## src/rtl/vbin_pkg.sv

```systemverilog
package vbin_pkg;

    typedef enum logic [3:0] {
        ST_IDLE,
        ST_LOAD,
        ST_PH1,
        ST_GAP1,
        ST_PH2,
        ST_GAP2,
        ST_READY,
        ST_WAIT,
        ST_DONE
    } seq_state_t;

    // A programmed length of zero means one cycle
    function automatic logic [15:0] at_least_one(input logic [15:0] v);
        return (v == 16'd0) ? 16'd1 : v;
    endfunction

    // Binning factor clamp into 1..max
    function automatic logic [15:0] clamp_bin(input logic [15:0] v, input logic [15:0] vmax);
        logic [15:0] r;
        r = (v == 16'd0) ? 16'd1 : v;
        return (r > vmax) ? vmax : r;
    endfunction

endpackage

```

## src/rtl/vbin_cfg_latch.sv

```systemverilog
module vbin_cfg_latch #(
    parameter int PH_W    = 8,
    parameter int BIN_W   = 4,
    parameter int BIN_MAX = 8
) (
    input  logic             clk,
    input  logic             rst,
    input  logic             capture,
    input  logic [BIN_W-1:0] bin_in,
    input  logic [PH_W-1:0]  ph1_in,
    input  logic [PH_W-1:0]  ph2_in,
    input  logic [PH_W-1:0]  gap_in,
    output logic [BIN_W-1:0] bin_q,
    output logic [PH_W-1:0]  ph1_q,
    output logic [PH_W-1:0]  ph2_q,
    output logic [PH_W-1:0]  gap_q
);
    import vbin_pkg::*;

    localparam logic [15:0] BMAX16 = 16'(BIN_MAX);

    logic [15:0] bin_n, ph1_n, ph2_n, gap_n;

    always_comb begin
        bin_n = clamp_bin(16'(bin_in), BMAX16);
        ph1_n = at_least_one(16'(ph1_in));
        ph2_n = at_least_one(16'(ph2_in));
        gap_n = at_least_one(16'(gap_in));
    end

    always_ff @(posedge clk) begin
        if (rst) begin
            bin_q <= BIN_W'(1);
            ph1_q <= PH_W'(1);
            ph2_q <= PH_W'(1);
            gap_q <= PH_W'(1);
        end else if (capture) begin
            bin_q <= bin_n[BIN_W-1:0];
            ph1_q <= ph1_n[PH_W-1:0];
            ph2_q <= ph2_n[PH_W-1:0];
            gap_q <= gap_n[PH_W-1:0];
        end
    end
endmodule

```

## src/rtl/vbin_phase_timer.sv

```systemverilog
module vbin_phase_timer #(
    parameter int PH_W = 8
) (
    input  logic            clk,
    input  logic            rst,
    input  logic            load,
    input  logic [PH_W-1:0] len,
    output logic            last
);
    logic [PH_W-1:0] cnt_q;

    always_ff @(posedge clk) begin
        if (rst) begin
            cnt_q <= '0;
        end else if (load) begin
            cnt_q <= len - PH_W'(1);
        end else if (cnt_q != '0) begin
            cnt_q <= cnt_q - PH_W'(1);
        end
    end

    assign last = (cnt_q == '0);
endmodule

```

## src/rtl/vbin_group_ctr.sv

```systemverilog
module vbin_group_ctr #(
    parameter int ROW_W = 12,
    parameter int BIN_W = 4
) (
    input  logic             clk,
    input  logic             rst,
    input  logic             frame_load,
    input  logic [ROW_W-1:0] rows_in,
    input  logic [BIN_W-1:0] bin,
    input  logic             grp_start,
    input  logic             row_xfer,
    output logic             rows_empty,
    output logic             grp_full,
    output logic [BIN_W-1:0] grp_size
);
    logic [ROW_W-1:0] rows_left_q;
    logic [BIN_W-1:0] grp_cnt_q;
    logic [BIN_W-1:0] next_size;

    always_comb begin
        if (rows_left_q < ROW_W'(bin))
            next_size = rows_left_q[BIN_W-1:0];
        else
            next_size = bin;
    end

    always_ff @(posedge clk) begin
        if (rst) begin
            rows_left_q <= '0;
            grp_cnt_q   <= '0;
            grp_size    <= '0;
        end else begin
            if (frame_load)
                rows_left_q <= rows_in;
            else if (row_xfer)
                rows_left_q <= rows_left_q - ROW_W'(1);

            if (grp_start) begin
                grp_size  <= next_size;
                grp_cnt_q <= '0;
            end else if (row_xfer) begin
                grp_cnt_q <= grp_cnt_q + BIN_W'(1);
            end
        end
    end

    assign rows_empty = (rows_left_q == '0);
    assign grp_full   = (grp_cnt_q == grp_size);
endmodule

```

## src/rtl/vbin_line_seq.sv

```systemverilog
module vbin_line_seq #(
    parameter int ROW_W   = 12,
    parameter int PH_W    = 8,
    parameter int BIN_MAX = 8,
    localparam int BIN_W  = $clog2(BIN_MAX + 1)
) (
    input  logic             clk,
    input  logic             rst,
    input  logic             frame_start,
    input  logic [ROW_W-1:0] row_count,
    input  logic [BIN_W-1:0] bin_factor,
    input  logic [PH_W-1:0]  ph1_len,
    input  logic [PH_W-1:0]  ph2_len,
    input  logic [PH_W-1:0]  gap_len,
    input  logic             hread_done,
    output logic             vclk1,
    output logic             vclk2,
    output logic             hpark,
    output logic             line_ready,
    output logic [BIN_W-1:0] grp_rows,
    output logic             busy,
    output logic             frame_done
);
    import vbin_pkg::*;

    seq_state_t       state_q, state_d;
    logic             frame_load, grp_start, row_xfer;
    logic             t_load, t_last;
    logic [PH_W-1:0]  t_len;
    logic             rows_empty, grp_full;
    logic [BIN_W-1:0] bin_q;
    logic [PH_W-1:0]  ph1_q, ph2_q, gap_q;

    vbin_cfg_latch #(.PH_W(PH_W), .BIN_W(BIN_W), .BIN_MAX(BIN_MAX)) u_cfg (
        .clk     (clk),
        .rst     (rst),
        .capture (frame_load),
        .bin_in  (bin_factor),
        .ph1_in  (ph1_len),
        .ph2_in  (ph2_len),
        .gap_in  (gap_len),
        .bin_q   (bin_q),
        .ph1_q   (ph1_q),
        .ph2_q   (ph2_q),
        .gap_q   (gap_q)
    );

    vbin_group_ctr #(.ROW_W(ROW_W), .BIN_W(BIN_W)) u_grp (
        .clk        (clk),
        .rst        (rst),
        .frame_load (frame_load),
        .rows_in    (row_count),
        .bin        (bin_q),
        .grp_start  (grp_start),
        .row_xfer   (row_xfer),
        .rows_empty (rows_empty),
        .grp_full   (grp_full),
        .grp_size   (grp_rows)
    );

    vbin_phase_timer #(.PH_W(PH_W)) u_tmr (
        .clk  (clk),
        .rst  (rst),
        .load (t_load),
        .len  (t_len),
        .last (t_last)
    );

    always_comb begin
        state_d = state_q;
        unique case (state_q)
            ST_IDLE:  if (frame_start) state_d = ST_LOAD;
            ST_LOAD:  state_d = rows_empty ? ST_DONE : ST_PH1;
            ST_PH1:   if (t_last) state_d = ST_GAP1;
            ST_GAP1:  if (t_last) state_d = ST_PH2;
            ST_PH2:   if (t_last) state_d = ST_GAP2;
            ST_GAP2:  if (t_last) state_d = grp_full ? ST_READY : ST_PH1;
            ST_READY: state_d = ST_WAIT;
            ST_WAIT:  if (hread_done) state_d = rows_empty ? ST_DONE : ST_PH1;
            ST_DONE:  state_d = ST_IDLE;
            default:  state_d = ST_IDLE;
        endcase
    end

    always_comb begin
        unique case (state_d)
            ST_PH1:           t_len = ph1_q;
            ST_PH2:           t_len = ph2_q;
            ST_GAP1, ST_GAP2: t_len = gap_q;
            default:          t_len = PH_W'(1);
        endcase
    end

    assign t_load     = (state_d != state_q);
    assign frame_load = (state_q == ST_IDLE) && frame_start;
    assign grp_start  = (state_d == ST_PH1) &&
                        ((state_q == ST_LOAD) || (state_q == ST_WAIT));
    assign row_xfer   = (state_d == ST_PH2) && (state_q == ST_GAP1);

    always_ff @(posedge clk) begin
        if (rst) state_q <= ST_IDLE;
        else     state_q <= state_d;
    end

    assign vclk1      = (state_q == ST_PH1);
    assign vclk2      = (state_q == ST_PH2);
    assign hpark      = (state_q == ST_PH1) || (state_q == ST_GAP1) ||
                        (state_q == ST_PH2) || (state_q == ST_GAP2);
    assign line_ready = (state_q == ST_READY);
    assign frame_done = (state_q == ST_DONE);
    assign busy       = (state_q != ST_IDLE);
endmodule

```

## config.mk

```make
export PLATFORM = sky130hd
export DESIGN_NAME = vbin_line_seq
export DESIGN_NICKNAME = d
export VERILOG_FILES = /design/src/rtl/vbin_pkg.sv /design/src/rtl/vbin_cfg_latch.sv /design/src/rtl/vbin_phase_timer.sv /design/src/rtl/vbin_group_ctr.sv /design/src/rtl/vbin_line_seq.sv
export SDC_FILE = /design/constraint.sdc
export NUM_CORES = 1
export LEC_CHECK = 0
export ABC_AREA = 1
export BUFFER_PORTS_ARGS = -buffer_cell sky130_fd_sc_hd__buf_2
export CORE_AREA = 10 10 83 100
export DETAILED_ROUTE_END_ITERATION = 12
export DIE_AREA = 0 0 93 110
export PLACE_DENSITY = 0.8
export SLEW_MARGIN = 20
export SYNTH_ARGS = -nofsm -noshare
export SYNTH_HDL_FRONTEND = slang
export SYNTH_SLANG_ARGS = --single-unit
```

## constraint.sdc

```tcl
create_clock -name clk -period 3.2 [get_ports clk]
set_input_delay 0.16 -clock clk [delete_from_list [all_inputs] [get_ports clk]]
set_output_delay 0.16 -clock clk [all_outputs]
set_load 0.02 [all_outputs]
```

==> impl_metrics.xml, run 1 <==
<?xml version="1.0" encoding="UTF-8"?>
<metrics>
  <group name="logic_synthesis">
    <metric name="syn_area_per_cell" unit="um2">6.87</metric>
    <metric name="synth_seq_cells" unit="">60</metric>
    <metric name="synth_flop_cell" unit="">dfxtp_1</metric>
    <metric name="ys_async_sr_fraction" unit="">0</metric>
    <metric name="synthesis.nets" unit="">563</metric>
    <metric name="yosys_warnings" unit="">0</metric>
    <metric name="count_of_unique_library_cells_instantiated_by_yosys" unit="">44</metric>
    <metric name="synth-edff-count" unit="">0</metric>
    <metric name="synth_seq_area_share" unit="">0.341</metric>
    <metric name="synthCells" unit="">513</metric>
    <metric name="synthesis.area" unit="um2">3520</metric>
  </group>
  <group name="floorplanning">
    <metric name="initial_util" unit="">0.557</metric>
    <metric name="floorplan.die.width" unit="um">93</metric>
    <metric name="die-area" unit="um2">10200</metric>
    <metric name="die_ht" unit="um">110</metric>
    <metric name="design.portCount" unit="">54</metric>
    <metric name="coreArea" unit="um2">6330</metric>
    <metric name="std_cell_rows" unit="">32</metric>
  </group>
  <group name="critical_path">
    <metric name="crit-reg2reg-launch" unit="">u_grp.rows_left_q[0]$_SDFFE_PP0P_</metric>
    <metric name="crit_family" unit="">simple AND/OR/NAND/NOR gates</metric>
    <metric name="critical_path.max_fanout" unit="">10</metric>
    <metric name="rrSetupSlack" unit="ps">500</metric>
    <metric name="worstReg2RegEnd" unit="">u_tmr.cnt_q[6]$_SDFFE_PP0P_</metric>
    <metric name="worst-setup-path-type" unit="">reg -&gt; reg</metric>
    <metric name="end_kind" unit="">register</metric>
    <metric name="critical_path.startpoint_type" unit="">register</metric>
    <metric name="cpMaxStageDelayCell" unit="">dfxtp_1</metric>
    <metric name="critPathBufInv" unit="">3</metric>
    <metric name="crit_path_max_incr_delay" unit="ps">310</metric>
    <metric name="worst-path-stages" unit="">23</metric>
    <metric name="crit_chain" unit="">inv_1 -&gt; ha_1 -&gt; nand2_1 -&gt; nor2_1 -&gt; nand2_1 -&gt; nand2_4 -&gt; inv_4 -&gt; nor2_8 -&gt; nand2_4 -&gt; nor2_4 -&gt; nand2_1 -&gt; nand2_1 -&gt; nor2_1 -&gt; nand2_1 -&gt; nand2_4 -&gt; ha_1 -&gt; inv_1 -&gt; nor2_4 -&gt; nand3_1 -&gt; nand2_1 -&gt; nand2_1 -&gt; nand2_1 -&gt; nor2_1</metric>
    <metric name="path_common_cell" unit="">nand2_1</metric>
    <metric name="worst-endpoint-arrival" unit="ps">2980</metric>
    <metric name="r2r_cells" unit="">23</metric>
    <metric name="critical_path_required" unit="ps">3480</metric>
  </group>
  <group name="finish">
    <metric name="multi_input_area" unit="um2">2030</metric>
    <metric name="design.final.nets" unit="">617</metric>
    <metric name="layout.cells.most_common_list" unit="">nand2_1 (144), dfxtp_1 (60), buf_2 (53)</metric>
    <metric name="commonest_non_fill_non_tap_cell_in_the_layout" unit="">nand2_1</metric>
    <metric name="seq_area" unit="um2">1200</metric>
    <metric name="nFillCells" unit="">592</metric>
    <metric name="area_delta_synth_final" unit="%">15.9</metric>
    <metric name="antenna_cells" unit="">0</metric>
    <metric name="finalInstanceArea" unit="um2">4090</metric>
    <metric name="fraction_of_final_layout_cells_with_drive_strength_greater_than_1" unit="">0.224</metric>
  </group>
  <group name="global_route">
    <metric name="grt_max_degree" unit="">45</metric>
    <metric name="global_route_wire_length_before_repair" unit="mm">15.0</metric>
    <metric name="grt_usage" unit="">0.177</metric>
    <metric name="globalRouteOverflowTotal" unit="">0</metric>
    <metric name="first_global_vias" unit="">3416</metric>
    <metric name="grt_antenna_before_repair" unit="">0</metric>
  </group>
  <group name="sta">
    <metric name="final_clock_skew" unit="ps">10.1</metric>
    <metric name="setup_viol" unit="">0</metric>
    <metric name="grt_setup_unrepaired" unit="">false</metric>
    <metric name="timing.setup.tns" unit="ps">0</metric>
    <metric name="slew_of_the_pin_with_the_lowest_slew_margin" unit="ps">538</metric>
    <metric name="final_hold_vio_count" unit="">0</metric>
    <metric name="worst_slew_margin_rel" unit="">0.641</metric>
    <metric name="timing.final.crit_period" unit="ps">2700</metric>
    <metric name="max_freq" unit="GHz">0.370</metric>
    <metric name="fin_crit_sh" unit="">0.844</metric>
    <metric name="timing.final.max_slew_violations" unit="">0</metric>
  </group>
  <group name="clock_tree">
    <metric name="cts_resized" unit="">0</metric>
    <metric name="tritoncts" unit="">done</metric>
    <metric name="cts-root-buf" unit="">clkbuf_8</metric>
    <metric name="max-clock-path-buffers" unit="">2</metric>
    <metric name="post-cts-setup-buffers" unit="">0</metric>
    <metric name="worst_skew_pair.late_latency" unit="ps">340</metric>
    <metric name="number_of_buffers_created_by_cts" unit="">9</metric>
    <metric name="post_cts_hold_buffer_count" unit="">0</metric>
    <metric name="ctsHtreeMaxLevel" unit="">3</metric>
    <metric name="cts_sinks" unit="">60</metric>
    <metric name="cts.clk_slew.worst_paths" unit="ps">70</metric>
  </group>
  <group name="run">
    <metric name="max_cap_viol_count" unit="">0</metric>
  </group>
  <group name="hold_path">
    <metric name="min_to" unit="">u_cfg.ph1_q[0]$_SDFFE_PP1P_</metric>
    <metric name="holdCritStartpoint" unit="">ph1_len[0]</metric>
    <metric name="worst_hold_path_type" unit="">in -&gt; reg</metric>
    <metric name="hold_depth" unit="">3</metric>
  </group>
  <group name="drt">
    <metric name="routed_wl" unit="mm">8.85</metric>
    <metric name="drt_iter0_markers" unit="">140</metric>
    <metric name="route.detailed.drc" unit="">0</metric>
    <metric name="drt.antenna.violating_nets" unit="">0</metric>
    <metric name="drt-vias-per-instance" unit="">5.30</metric>
    <metric name="avgRoutedWirePerCell" unit="um">13.5</metric>
    <metric name="route.vias.total" unit="">3480</metric>
    <metric name="drt_first_pass_iters" unit="">5</metric>
  </group>
  <group name="placed_design">
    <metric name="cell_area_placed" unit="um2">3870</metric>
    <metric name="port_buffers" unit="">53</metric>
    <metric name="detailedPlacementHpwl" unit="mm">6.66</metric>
    <metric name="finalWeightedCongestion" unit="">0.932</metric>
  </group>
  <group name="power_and_ir_drop">
    <metric name="vdd_ir_drop_max" unit="mV">0.472</metric>
    <metric name="power_per_standard_cell_area" unit="nW/um2">777</metric>
    <metric name="cellLeakagePower" unit="nW">1.89</metric>
  </group>
  <group name="run_status">
    <metric name="status" unit="">complete, no violations</metric>
  </group>
</metrics>
[layer usage]
layer / vias to the layer above / global-route usage / share of wire
met1: 1576 / 0.208 / 0.43
met5: - / 0 / 0
met2: 112 / 0.304 / 0.49
met4: 0 / 0.0740 / 0.020
met3: 18 / 0.0426 / 0.063
li1: 1774 / - / -
[stage by stage]
stage          power [mW]   util  worst slack (ps)  std cells  hold WS, ps
6_report             3.17  0.646               498        657         45.2
5_1_grt              3.40  0.646               228        657         62.2
4_1_cts              3.17  0.646               512        657         40.7
3_5_place_dp         2.41  0.612               552        641          398
3_3_place_gp         2.37  0.612               688        641          384
2_1_floorplan        2.12      -               792        513          296
[Yosys cell counts, types with 2 or more instances]
cell type | instances | share of area
nand2_1 | 144 | 0.15
dfxtp_1 | 60 | 0.34
inv_1 | 47 | 0.050
a21oi_1 | 42 | 0.060
nor2_1 | 39 | 0.042
nand3_1 | 33 | 0.047
o21ai_0 | 25 | 0.036
clkbuf_1 | 12 | 0.013
inv_2 | 12 | 0.013
nand2_4 | 11 | 0.035
nor2_4 | 11 | 0.035
nand2_2 | 8 | 0.014
o211ai_1 | 8 | 0.017
a31oi_1 | 6 | 0.011
ha_1 | 6 | 0.021
nor3_1 | 5 | 0.0071
nand4_1 | 4 | 0.0071
nor4_1 | 4 | 0.0071
a211oi_1 | 3 | 0.0064
clkinv_1 | 3 | 0.0032
nor2_8 | 3 | 0.017
xnor2_1 | 3 | 0.0075
nand3_2 | 2 | 0.0057
nor2_2 | 2 | 0.0036
[worst register-to-register path, cell delays in order, from the launching register on]
cell	delay, ps
dfxtp_1	310
inv_1	130
ha_1	210
nand2_1	80
nor2_1	150
nand2_1	130
nand2_4	150
inv_4	60
nor2_8	150
nand2_4	70
nor2_4	160
nand2_1	70
nand2_1	60
nor2_1	40
nand2_1	110
nand2_4	80
ha_1	200
inv_1	110
nor2_4	70
nand3_1	80
nand2_1	50
nand2_1	50
nand2_1	40
nor2_1	80
[cell families (layout without fill, tap and decap cells)]
group                      Yosys count  in the layout  share of synthesized area
and+or+nand+nor                    271            271                      0.387
AOI/OAI and AO/OA                   95             95                      0.158
buffers and inverters               77            136                     0.0831
DFF                                 60             60                      0.341
adders and majority gates            6              6                     0.0213
xor gates and xnor gates             4              4                    0.00994
[power breakdown]
part | switching [mW] | internal [mW] | total, mW | leakage (nW)
Sequential | 0.104 | 0.888 | 0.992 | 0.493
Combinational | 0.930 | 0.498 | 1.43 | 1.28
Clock | 0.298 | 0.456 | 0.754 | 0.113
Total | 1.33 | 1.84 | 3.17 | 1.89
[registers in the layout (all words and copies together), names as in the netlist]
| signal | count |
|---|---|
| u_grp.grp_size | 4 |
| state_q | 4 |
| u_grp.grp_cnt_q | 4 |
| u_tmr.cnt_q | 8 |
| u_cfg.bin_q | 4 |
| u_grp.rows_left_q | 12 |
| u_cfg.ph2_q | 8 |
| u_cfg.ph1_q | 8 |
| u_cfg.gap_q | 8 |
[how the worst max path moves through the flow]
stage / start / endpoint / slack [ps]
6_report: u_grp.rows_left_q[0]$_SDFFE_PP0P_ / u_tmr.cnt_q[6]$_SDFFE_PP0P_ / 500
3_3_place_gp: u_grp.rows_left_q[0]$_SDFFE_PP0P_ / u_tmr.cnt_q[6]$_SDFFE_PP0P_ / 690
2_1_floorplan: state_q[0]$_SDFF_PP0_ / u_tmr.cnt_q[6]$_SDFFE_PP0P_ / 790
4_1_cts: u_grp.rows_left_q[0]$_SDFFE_PP0P_ / u_tmr.cnt_q[6]$_SDFFE_PP0P_ / 510
5_1_grt: u_grp.rows_left_q[0]$_SDFFE_PP0P_ / u_tmr.cnt_q[6]$_SDFFE_PP0P_ / 230
3_5_place_dp: u_grp.rows_left_q[0]$_SDFFE_PP0P_ / u_tmr.cnt_q[6]$_SDFFE_PP0P_ / 550
[area by class of cell]
| type | count | share of cell area |
|---|---|---|
| flip-flops and latches | 60 | 0.294 |
| repair buffers | 56 | 0.0704 |
| clock inverters | 5 | 0.0184 |
| multi-input cells | 376 | 0.497 |
| clock buffers | 11 | 0.0346 |
| well taps | 85 | 0.0260 |
| inverters | 64 | 0.0597 |
Note: power is estimated with default switching activity, not from simulation.
==> run 2: changes to the inputs <==
--- a/config.mk
+++ b/config.mk
@@ -7,10 +7,10 @@
 export LEC_CHECK = 0
 export ABC_AREA = 1
 export BUFFER_PORTS_ARGS = -buffer_cell sky130_fd_sc_hd__buf_2
-export CORE_AREA = 10 10 83 100
+export CORE_AREA = 10 10 87 104
 export DETAILED_ROUTE_END_ITERATION = 12
-export DIE_AREA = 0 0 93 110
-export PLACE_DENSITY = 0.8
+export DIE_AREA = 0 0 97 114
+export PLACE_DENSITY = 0.77
 export SLEW_MARGIN = 20
 export SYNTH_ARGS = -nofsm -noshare
 export SYNTH_HDL_FRONTEND = slang
==> constraint.sdc (replaced) <==
create_clock -name clk -period 2.25 [get_ports clk]
set_input_delay 0.1125 -clock clk [delete_from_list [all_inputs] [get_ports clk]]
set_output_delay 0.1125 -clock clk [all_outputs]
set_load 0.02 [all_outputs]
==> run 2 against run 1 <==
Compared with the run above:
- the run now ends with negative setup slack left
- global-route usage fell by 1.1 points
- cell count up 6.7%
- design area is 14% higher
- sequential share of layout area fell by 2.9 points
- combinational power is 83% higher
- register-to-register slack worse by 640 ps
- sequential cell count stayed put
- critical path depth down 4
- clock-buffer cell count rose by 3
- largest cell class unchanged
- largest power group unchanged
==> impl_metrics.xml, run 2 (same netlist as run 1, synthesis figures left out) <==
<?xml version="1.0" encoding="UTF-8"?>
<metrics>
  <group name="power_and_ir_drop">
    <metric name="power_per_standard_cell_area" unit="nW/um2">1110</metric>
    <metric name="cellLeakagePower" unit="nW">2.17</metric>
    <metric name="totalPowerFinal" unit="mW">5.15</metric>
    <metric name="vdd_ir_drop_max" unit="mV">0.591</metric>
  </group>
  <group name="run_status">
    <metric name="violations" unit="">negative setup slack</metric>
    <metric name="status" unit="">finished with violations</metric>
  </group>
  <group name="critical_path">
    <metric name="critical_path.startpoint_type" unit="">register</metric>
    <metric name="critical_path_required" unit="ps">2470</metric>
    <metric name="cp-startpoint" unit="">state_q[1]$_SDFF_PP0_</metric>
    <metric name="crit_chain" unit="">inv_2 -&gt; a21oi_1 -&gt; nand2_1 -&gt; o21ai_2 -&gt; nor2_4 -&gt; nand3_2 -&gt; nand3_4 -&gt; inv_2 -&gt; nand2_4 -&gt; or2_4 -&gt; nand2_4 -&gt; ha_4 -&gt; inv_2 -&gt; nor2_4 -&gt; nand3_2 -&gt; nand2_1 -&gt; nand2_1 -&gt; nand2_1 -&gt; nor2_1</metric>
    <metric name="worstReg2RegEnd" unit="">u_tmr.cnt_q[6]$_SDFFE_PP0P_</metric>
    <metric name="crit-reg2reg-launch" unit="">state_q[1]$_SDFF_PP0_</metric>
    <metric name="worst-setup-path-type" unit="">reg -&gt; reg</metric>
    <metric name="critical_path.max_fanout" unit="">5</metric>
    <metric name="path_common_cell" unit="">nand2_1</metric>
    <metric name="crit_family" unit="">simple AND/OR/NAND/NOR gates</metric>
    <metric name="r2r_cells" unit="">19</metric>
    <metric name="worstSetupEndpoint" unit="">u_tmr.cnt_q[6]$_SDFFE_PP0P_</metric>
    <metric name="worst-path-stages" unit="">19</metric>
    <metric name="rrSetupSlack" unit="ps">-140</metric>
    <metric name="critPathBufInv" unit="">3</metric>
    <metric name="worst-endpoint-arrival" unit="ps">2610</metric>
    <metric name="end_kind" unit="">register</metric>
    <metric name="cpMaxStageDelayCell" unit="">dfxtp_4</metric>
    <metric name="crit_path_max_incr_delay" unit="ps">370</metric>
  </group>
  <group name="clock_tree">
    <metric name="ctsHtreeMaxLevel" unit="">3</metric>
    <metric name="number_of_buffers_created_by_cts" unit="">9</metric>
    <metric name="cts.clk_slew.worst_paths" unit="ps">70</metric>
    <metric name="worst_skew_pair.late_latency" unit="ps">340</metric>
    <metric name="cts-root-buf" unit="">clkbuf_8</metric>
    <metric name="tritoncts" unit="">done</metric>
    <metric name="max-clock-path-buffers" unit="">2</metric>
    <metric name="cts_sinks" unit="">60</metric>
  </group>
  <group name="finish">
    <metric name="number_of_flip_flops_in_the_largest_register" unit="">12</metric>
    <metric name="layoutNonFillerInstCount" unit="">701</metric>
    <metric name="nFillCells" unit="">593</metric>
    <metric name="multi_input_area" unit="um2">2210</metric>
    <metric name="antenna_cells" unit="">0</metric>
    <metric name="area_delta_synth_final" unit="%">31.7</metric>
    <metric name="layout.cells.most_common_list" unit="">nand2_1 (136), buf_2 (53), dfxtp_1 (46)</metric>
    <metric name="finalInstanceArea" unit="um2">4640</metric>
    <metric name="seq_area" unit="um2">1230</metric>
    <metric name="finalCoreUtilization" unit="">0.653</metric>
    <metric name="fraction_of_final_layout_cells_with_drive_strength_greater_than_1" unit="">0.352</metric>
    <metric name="commonest_non_fill_non_tap_cell_in_the_layout" unit="">nand2_1</metric>
    <metric name="regMostFlops" unit="">u_grp.rows_left_q</metric>
    <metric name="design.final.nets" unit="">656</metric>
  </group>
  <group name="placed_design">
    <metric name="cell_area_placed" unit="um2">4170</metric>
    <metric name="finalWeightedCongestion" unit="">0.956</metric>
    <metric name="detailedPlacementHpwl" unit="mm">6.93</metric>
    <metric name="placed_cells" unit="">677</metric>
    <metric name="port_buffers" unit="">53</metric>
  </group>
  <group name="hold_path">
    <metric name="worst_hold_path_type" unit="">in -&gt; reg</metric>
  </group>
  <group name="floorplanning">
    <metric name="std_cell_rows" unit="">34</metric>
    <metric name="initial_util" unit="">0.496</metric>
    <metric name="coreArea" unit="um2">7100</metric>
    <metric name="design.portCount" unit="">54</metric>
    <metric name="floorplan.die.width" unit="um">97</metric>
    <metric name="die-area" unit="um2">11100</metric>
    <metric name="die_ht" unit="um">114</metric>
  </group>
  <group name="drt">
    <metric name="drt.antenna.violating_nets" unit="">0</metric>
    <metric name="drt-vias-per-instance" unit="">5.22</metric>
    <metric name="avgRoutedWirePerCell" unit="um">13.6</metric>
    <metric name="drt_iter0_markers" unit="">176</metric>
    <metric name="route.detailed.drc" unit="">0</metric>
    <metric name="route.vias.total" unit="">3661</metric>
    <metric name="routed_wl" unit="mm">9.52</metric>
    <metric name="drt_first_pass_iters" unit="">4</metric>
  </group>
  <group name="sta">
    <metric name="slew_of_the_pin_with_the_lowest_slew_margin" unit="ps">399</metric>
    <metric name="fin_crit_sh" unit="">1.06</metric>
    <metric name="setup_ws" unit="ps">-144</metric>
    <metric name="timing.final.crit_period" unit="ps">2390</metric>
    <metric name="setup_viol" unit="">4</metric>
    <metric name="final_hold_vio_count" unit="">0</metric>
    <metric name="grt_setup_unrepaired" unit="">true</metric>
    <metric name="max_freq" unit="GHz">0.418</metric>
    <metric name="final_clock_skew" unit="ps">7.67</metric>
    <metric name="worst_slew_margin_rel" unit="">0.733</metric>
    <metric name="timing.final.max_slew_violations" unit="">0</metric>
    <metric name="timing.setup.tns" unit="ps">-297</metric>
  </group>
  <group name="run">
    <metric name="max_cap_viol_count" unit="">0</metric>
  </group>
  <group name="global_route">
    <metric name="globalRouteOverflowTotal" unit="">0</metric>
    <metric name="global_route_wire_length_before_repair" unit="mm">15.8</metric>
    <metric name="grt_antenna_before_repair" unit="">0</metric>
    <metric name="first_global_vias" unit="">3641</metric>
    <metric name="grt_max_degree" unit="">45</metric>
    <metric name="grt_usage" unit="">0.167</metric>
  </group>
</metrics>
## run 2: changes by cell type in the layout (fill, tap and decap cells not counted), moves of 4 or more
cell / change
nand2_4: +5
dfxtp_4: +4
nand3_1: -8
nor2_1: -12
dfxtp_1: -14
nor2_2: +9
nand2_1: -8
dfxtp_2: +10
buf_4: +35
inv_4: +5
nand3_2: +7
## run 2: final cells by class
class | instances | area share
clock inverter | 2 | 0.00755
timing repair buffer | 95 | 0.128
tap | 90 | 0.0243
inverter | 64 | 0.0561
clock buffer | 14 | 0.0442
sequential | 60 | 0.265
multi-input combinational | 376 | 0.475
## run 2: metal layers
metal / routed length (um) / global-route usage / up-vias
met2: 4660 / 0.289 / 91
met5: 0 / 0 / -
met3: 395 / 0.0327 / 22
met4: 248 / 0.0837 / 0
met1: 4210 / 0.191 / 1687
li1: - / - / 1861
## run 2: timing repair
action	in CTS	in global routing
gates cloned	0	0
setup buffers	1	5
pin swaps	10	14
resized for setup	22	33
hold endpoints to repair	2	0
hold buffers	2	0
endpoints found under the setup margin	14	17
## run 2: report_power, final
part | switching, mW | internal, mW
logic | 1.55 | 1.06
clock network | 0.426 | 0.706
registers | 0.138 | 1.27
## run 2: worst min path at each step
stage	from	endpoint	slack, ps	cells past startpoint
6_report	bin_factor[2]	u_cfg.bin_q[2]$_SDFFE_PP0P_	30	3
5_1_grt	ph1_len[4]	u_cfg.ph1_q[4]$_SDFFE_PP0P_	30	3
4_1_cts	bin_factor[2]	u_cfg.bin_q[2]$_SDFFE_PP0P_	10	3
3_5_place_dp	ph1_len[0]	u_cfg.ph1_q[0]$_SDFFE_PP1P_	350	3
3_3_place_gp	ph1_len[0]	u_cfg.ph1_q[0]$_SDFFE_PP1P_	330	3
2_1_floorplan	bin_factor[0]	u_cfg.bin_q[0]$_SDFFE_PP1P_	250	2
## run 2: per-stage QoR
| stage | hold WS, ps | setup WS [ps] |
|---|---|---|
| finish | 25.4 | -144 |
| floorplan | 249 | -13.8 |
| global route | 34.8 | -233 |
| global placement | 335 | -73.7 |
| detailed placement | 347 | -152 |
| CTS | 14.4 | -87.5 |
## run 2: worst register-to-register path, stage by stage, from the launching register on
cell,delay (ps)
dfxtp_4,370
inv_2,70
a21oi_1,190
nand2_1,140
o21ai_2,100
nor2_4,80
nand3_2,90
nand3_4,120
inv_2,90
nand2_4,60
or2_4,250
nand2_4,70
ha_4,120
inv_2,40
nor2_4,160
nand3_2,70
nand2_1,70
nand2_1,60
nand2_1,80
nor2_1,40
==> run 3: changes to the inputs <==
--- a/config.mk
+++ b/config.mk
@@ -7,10 +7,10 @@
 export LEC_CHECK = 0
 export ABC_AREA = 1
 export BUFFER_PORTS_ARGS = -buffer_cell sky130_fd_sc_hd__buf_2
-export CORE_AREA = 10 10 87 104
+export CORE_AREA = 10 10 110 82
 export DETAILED_ROUTE_END_ITERATION = 12
-export DIE_AREA = 0 0 97 114
-export PLACE_DENSITY = 0.77
+export DIE_AREA = 0 0 120 92
+export PLACE_DENSITY = 0.78
 export SLEW_MARGIN = 20
 export SYNTH_ARGS = -nofsm -noshare
 export SYNTH_HDL_FRONTEND = slang
==> run 3 against run 2 <==
Compared with the run above:
- the flow still finishes with violations (negative setup slack)
- sequential share of layout area is 1.0 points lower
- clock-buffer cell count is 5 lower
- register-to-register slack hardly changed
- design area is 3.8% higher
- cell count is 2.6% higher
- utilization is 2.9 points higher
- non-clock buffer count is 10 higher
- sequential cell count stayed put
- combinational power is 15% higher
- first-iteration DRC count is 59% higher
- clock power is 24% lower
- power is 2.4% higher
==> impl_metrics.xml, run 3 (same netlist as run 1, synthesis figures left out) <==
<?xml version="1.0" encoding="UTF-8"?>
<metrics>
  <group name="run_status">
    <metric name="status" unit="">finished with violations</metric>
    <metric name="violations" unit="">negative setup slack</metric>
  </group>
  <group name="sta">
    <metric name="timing.final.crit_period" unit="ps">2410</metric>
    <metric name="worst_slew_margin_rel" unit="">0.757</metric>
    <metric name="setup_viol" unit="">6</metric>
    <metric name="timing.final.max_slew_violations" unit="">0</metric>
    <metric name="slew_of_the_pin_with_the_lowest_slew_margin" unit="ps">364</metric>
    <metric name="setup_ws" unit="ps">-157</metric>
    <metric name="final_clock_skew" unit="ps">6.58</metric>
    <metric name="final_hold_vio_count" unit="">0</metric>
    <metric name="max_freq" unit="GHz">0.415</metric>
    <metric name="fin_crit_sh" unit="">1.07</metric>
    <metric name="grt_setup_unrepaired" unit="">true</metric>
  </group>
  <group name="floorplanning">
    <metric name="std_cell_rows" unit="">26</metric>
    <metric name="design.portCount" unit="">54</metric>
    <metric name="floorplan.die.width" unit="um">120</metric>
    <metric name="die-area" unit="um2">11000</metric>
    <metric name="initial_util" unit="">0.499</metric>
    <metric name="die_ht" unit="um">92</metric>
    <metric name="coreArea" unit="um2">7060</metric>
  </group>
  <group name="power_and_ir_drop">
    <metric name="totalPowerFinal" unit="mW">5.28</metric>
    <metric name="vdd_ir_drop_max" unit="mV">0.472</metric>
    <metric name="power_per_standard_cell_area" unit="nW/um2">1090</metric>
    <metric name="cellLeakagePower" unit="nW">2.25</metric>
  </group>
  <group name="finish">
    <metric name="regMostFlops" unit="">u_grp.rows_left_q</metric>
    <metric name="layout.cells.most_common_list" unit="">nand2_1 (121), buf_2 (53), dfxtp_1 (46)</metric>
    <metric name="fraction_of_final_layout_cells_with_drive_strength_greater_than_1" unit="">0.399</metric>
    <metric name="commonest_non_fill_non_tap_cell_in_the_layout" unit="">nand2_1</metric>
    <metric name="layoutNonFillerInstCount" unit="">719</metric>
    <metric name="finalInstanceArea" unit="um2">4820</metric>
    <metric name="area_delta_synth_final" unit="%">36.8</metric>
    <metric name="antenna_cells" unit="">0</metric>
    <metric name="number_of_flip_flops_in_the_largest_register" unit="">12</metric>
    <metric name="design.final.nets" unit="">666</metric>
  </group>
  <group name="placed_design">
    <metric name="finalWeightedCongestion" unit="">0.908</metric>
    <metric name="detailedPlacementHpwl" unit="mm">7.27</metric>
    <metric name="cell_area_placed" unit="um2">4180</metric>
    <metric name="port_buffers" unit="">53</metric>
    <metric name="placed_cells" unit="">686</metric>
  </group>
  <group name="critical_path">
    <metric name="critical_path_required" unit="ps">2480</metric>
    <metric name="critical_path.startpoint_type" unit="">register</metric>
    <metric name="critical_path.max_fanout" unit="">5</metric>
    <metric name="end_kind" unit="">register</metric>
    <metric name="worst-setup-path-type" unit="">reg -&gt; reg</metric>
    <metric name="worst-endpoint-arrival" unit="ps">2640</metric>
  </group>
  <group name="global_route">
    <metric name="grt_antenna_before_repair" unit="">0</metric>
    <metric name="global_route_wire_length_before_repair" unit="mm">16.9</metric>
    <metric name="grt_most_used_layer" unit="">met2</metric>
    <metric name="gr-usage-met3" unit="">0.0545</metric>
    <metric name="globalRouteOverflowTotal" unit="">0</metric>
    <metric name="grt_max_degree" unit="">45</metric>
    <metric name="first_global_vias" unit="">3664</metric>
    <metric name="grt_util_met2" unit="">0.289</metric>
    <metric name="global_route.usage.met1" unit="">0.240</metric>
    <metric name="grt_usage" unit="">0.184</metric>
  </group>
  <group name="run">
    <metric name="max_cap_viol_count" unit="">0</metric>
  </group>
  <group name="hold_path">
    <metric name="worst_hold_path_type" unit="">in -&gt; reg</metric>
  </group>
  <group name="clock_tree">
    <metric name="ctsHtreeMaxLevel" unit="">3</metric>
    <metric name="tritoncts" unit="">done</metric>
    <metric name="number_of_buffers_created_by_cts" unit="">9</metric>
    <metric name="cts_sinks" unit="">60</metric>
    <metric name="cts.clk_slew.worst_paths" unit="ps">70</metric>
    <metric name="cts-root-buf" unit="">clkbuf_8</metric>
    <metric name="worst_skew_pair.late_latency" unit="ps">350</metric>
    <metric name="max-clock-path-buffers" unit="">2</metric>
  </group>
  <group name="drt">
    <metric name="route.detailed.drc" unit="">0</metric>
    <metric name="drt_iter0_markers" unit="">279</metric>
    <metric name="route.vias.total" unit="">3753</metric>
    <metric name="drt-vias-per-instance" unit="">5.22</metric>
    <metric name="drt_first_pass_iters" unit="">5</metric>
    <metric name="routed_wl" unit="mm">10.8</metric>
    <metric name="avgRoutedWirePerCell" unit="um">15.0</metric>
    <metric name="drt.antenna.violating_nets" unit="">0</metric>
  </group>
</metrics>
run 3: layout make-up:
| type | instances | area, um2 |
|---|---|---|
| clock buffers | 9 | 124 |
| flip-flops and latches | 60 | 1230 |
| inverters | 64 | 263 |
| well taps | 98 | 123 |
| fillers | 594 | 2240 |
| multi-input cells | 376 | 2340 |
| clock inverters | 7 | 42.5 |
| repair buffers | 105 | 697 |
run 3: critical path, cell delays in order, from the launching register on:
cell	delay, ps
dfxtp_2	340
nor2_4	130
nand2_4	80
nor2_4	210
nand2_4	90
inv_4	80
nor2_4	40
nand3_2	100
nand3_4	100
buf_12	150
nor2_8	200
nand2_2	60
a21boi_4	150
ha_4	150
inv_2	70
nor2_4	50
buf_4	130
inv_1	60
a21oi_1	80
run 3: final timing paths:
check / startpoint / endpoint / slack [ps] / depth (start not counted)
setup / recovery: u_tmr.cnt_q[0]$_SDFFE_PP0P_ / u_tmr.cnt_q[2]$_SDFFE_PP0P_ / -160 / 18
setup reg to reg: u_tmr.cnt_q[0]$_SDFFE_PP0P_ / u_tmr.cnt_q[2]$_SDFFE_PP0P_ / -160 / 18
hold reg to reg: u_cfg.gap_q[6]$_SDFFE_PP0P_ / u_cfg.gap_q[6]$_SDFFE_PP0P_ / 460 / 2
hold / removal: ph2_len[0] / u_cfg.ph2_q[0]$_SDFFE_PP1P_ / 9 / 3
run 3: where the power goes:
part | switching [mW] | internal, mW
Clock | 0.465 | 0.393
Sequential | 0.159 | 1.27
Combinational | 1.75 | 1.24
run 3: repair_timing:
action                                 4_1_cts  5_1_grt
gates resized for setup                     35       62
pin swaps                                   24       26
buffers inserted                             7        9
setup endpoints to repair                   16       11
hold buffers                                 1        0
endpoints found under the hold margin        1        0
run 3: layer usage:
layer | wire length [um] | share of wire
met1 | 4980 | 0.46
met2 | 4930 | 0.46
met3 | 743 | 0.069
met4 | 119 | 0.011
met5 | 0 | 0
run 3: stage by stage:
stage	utilization	setup TNS [ps]	hold WS, ps	worst slack, ps
after global routing	0.683	-1300	15.9	-257
after floorplan	-	-13.8	249	-13.8
after global placement	0.593	-779	340	-188
final	0.683	-600	8.65	-157
after CTS	0.643	-44.1	3.47	-44.1
after detailed placement	0.593	-2290	343	-206
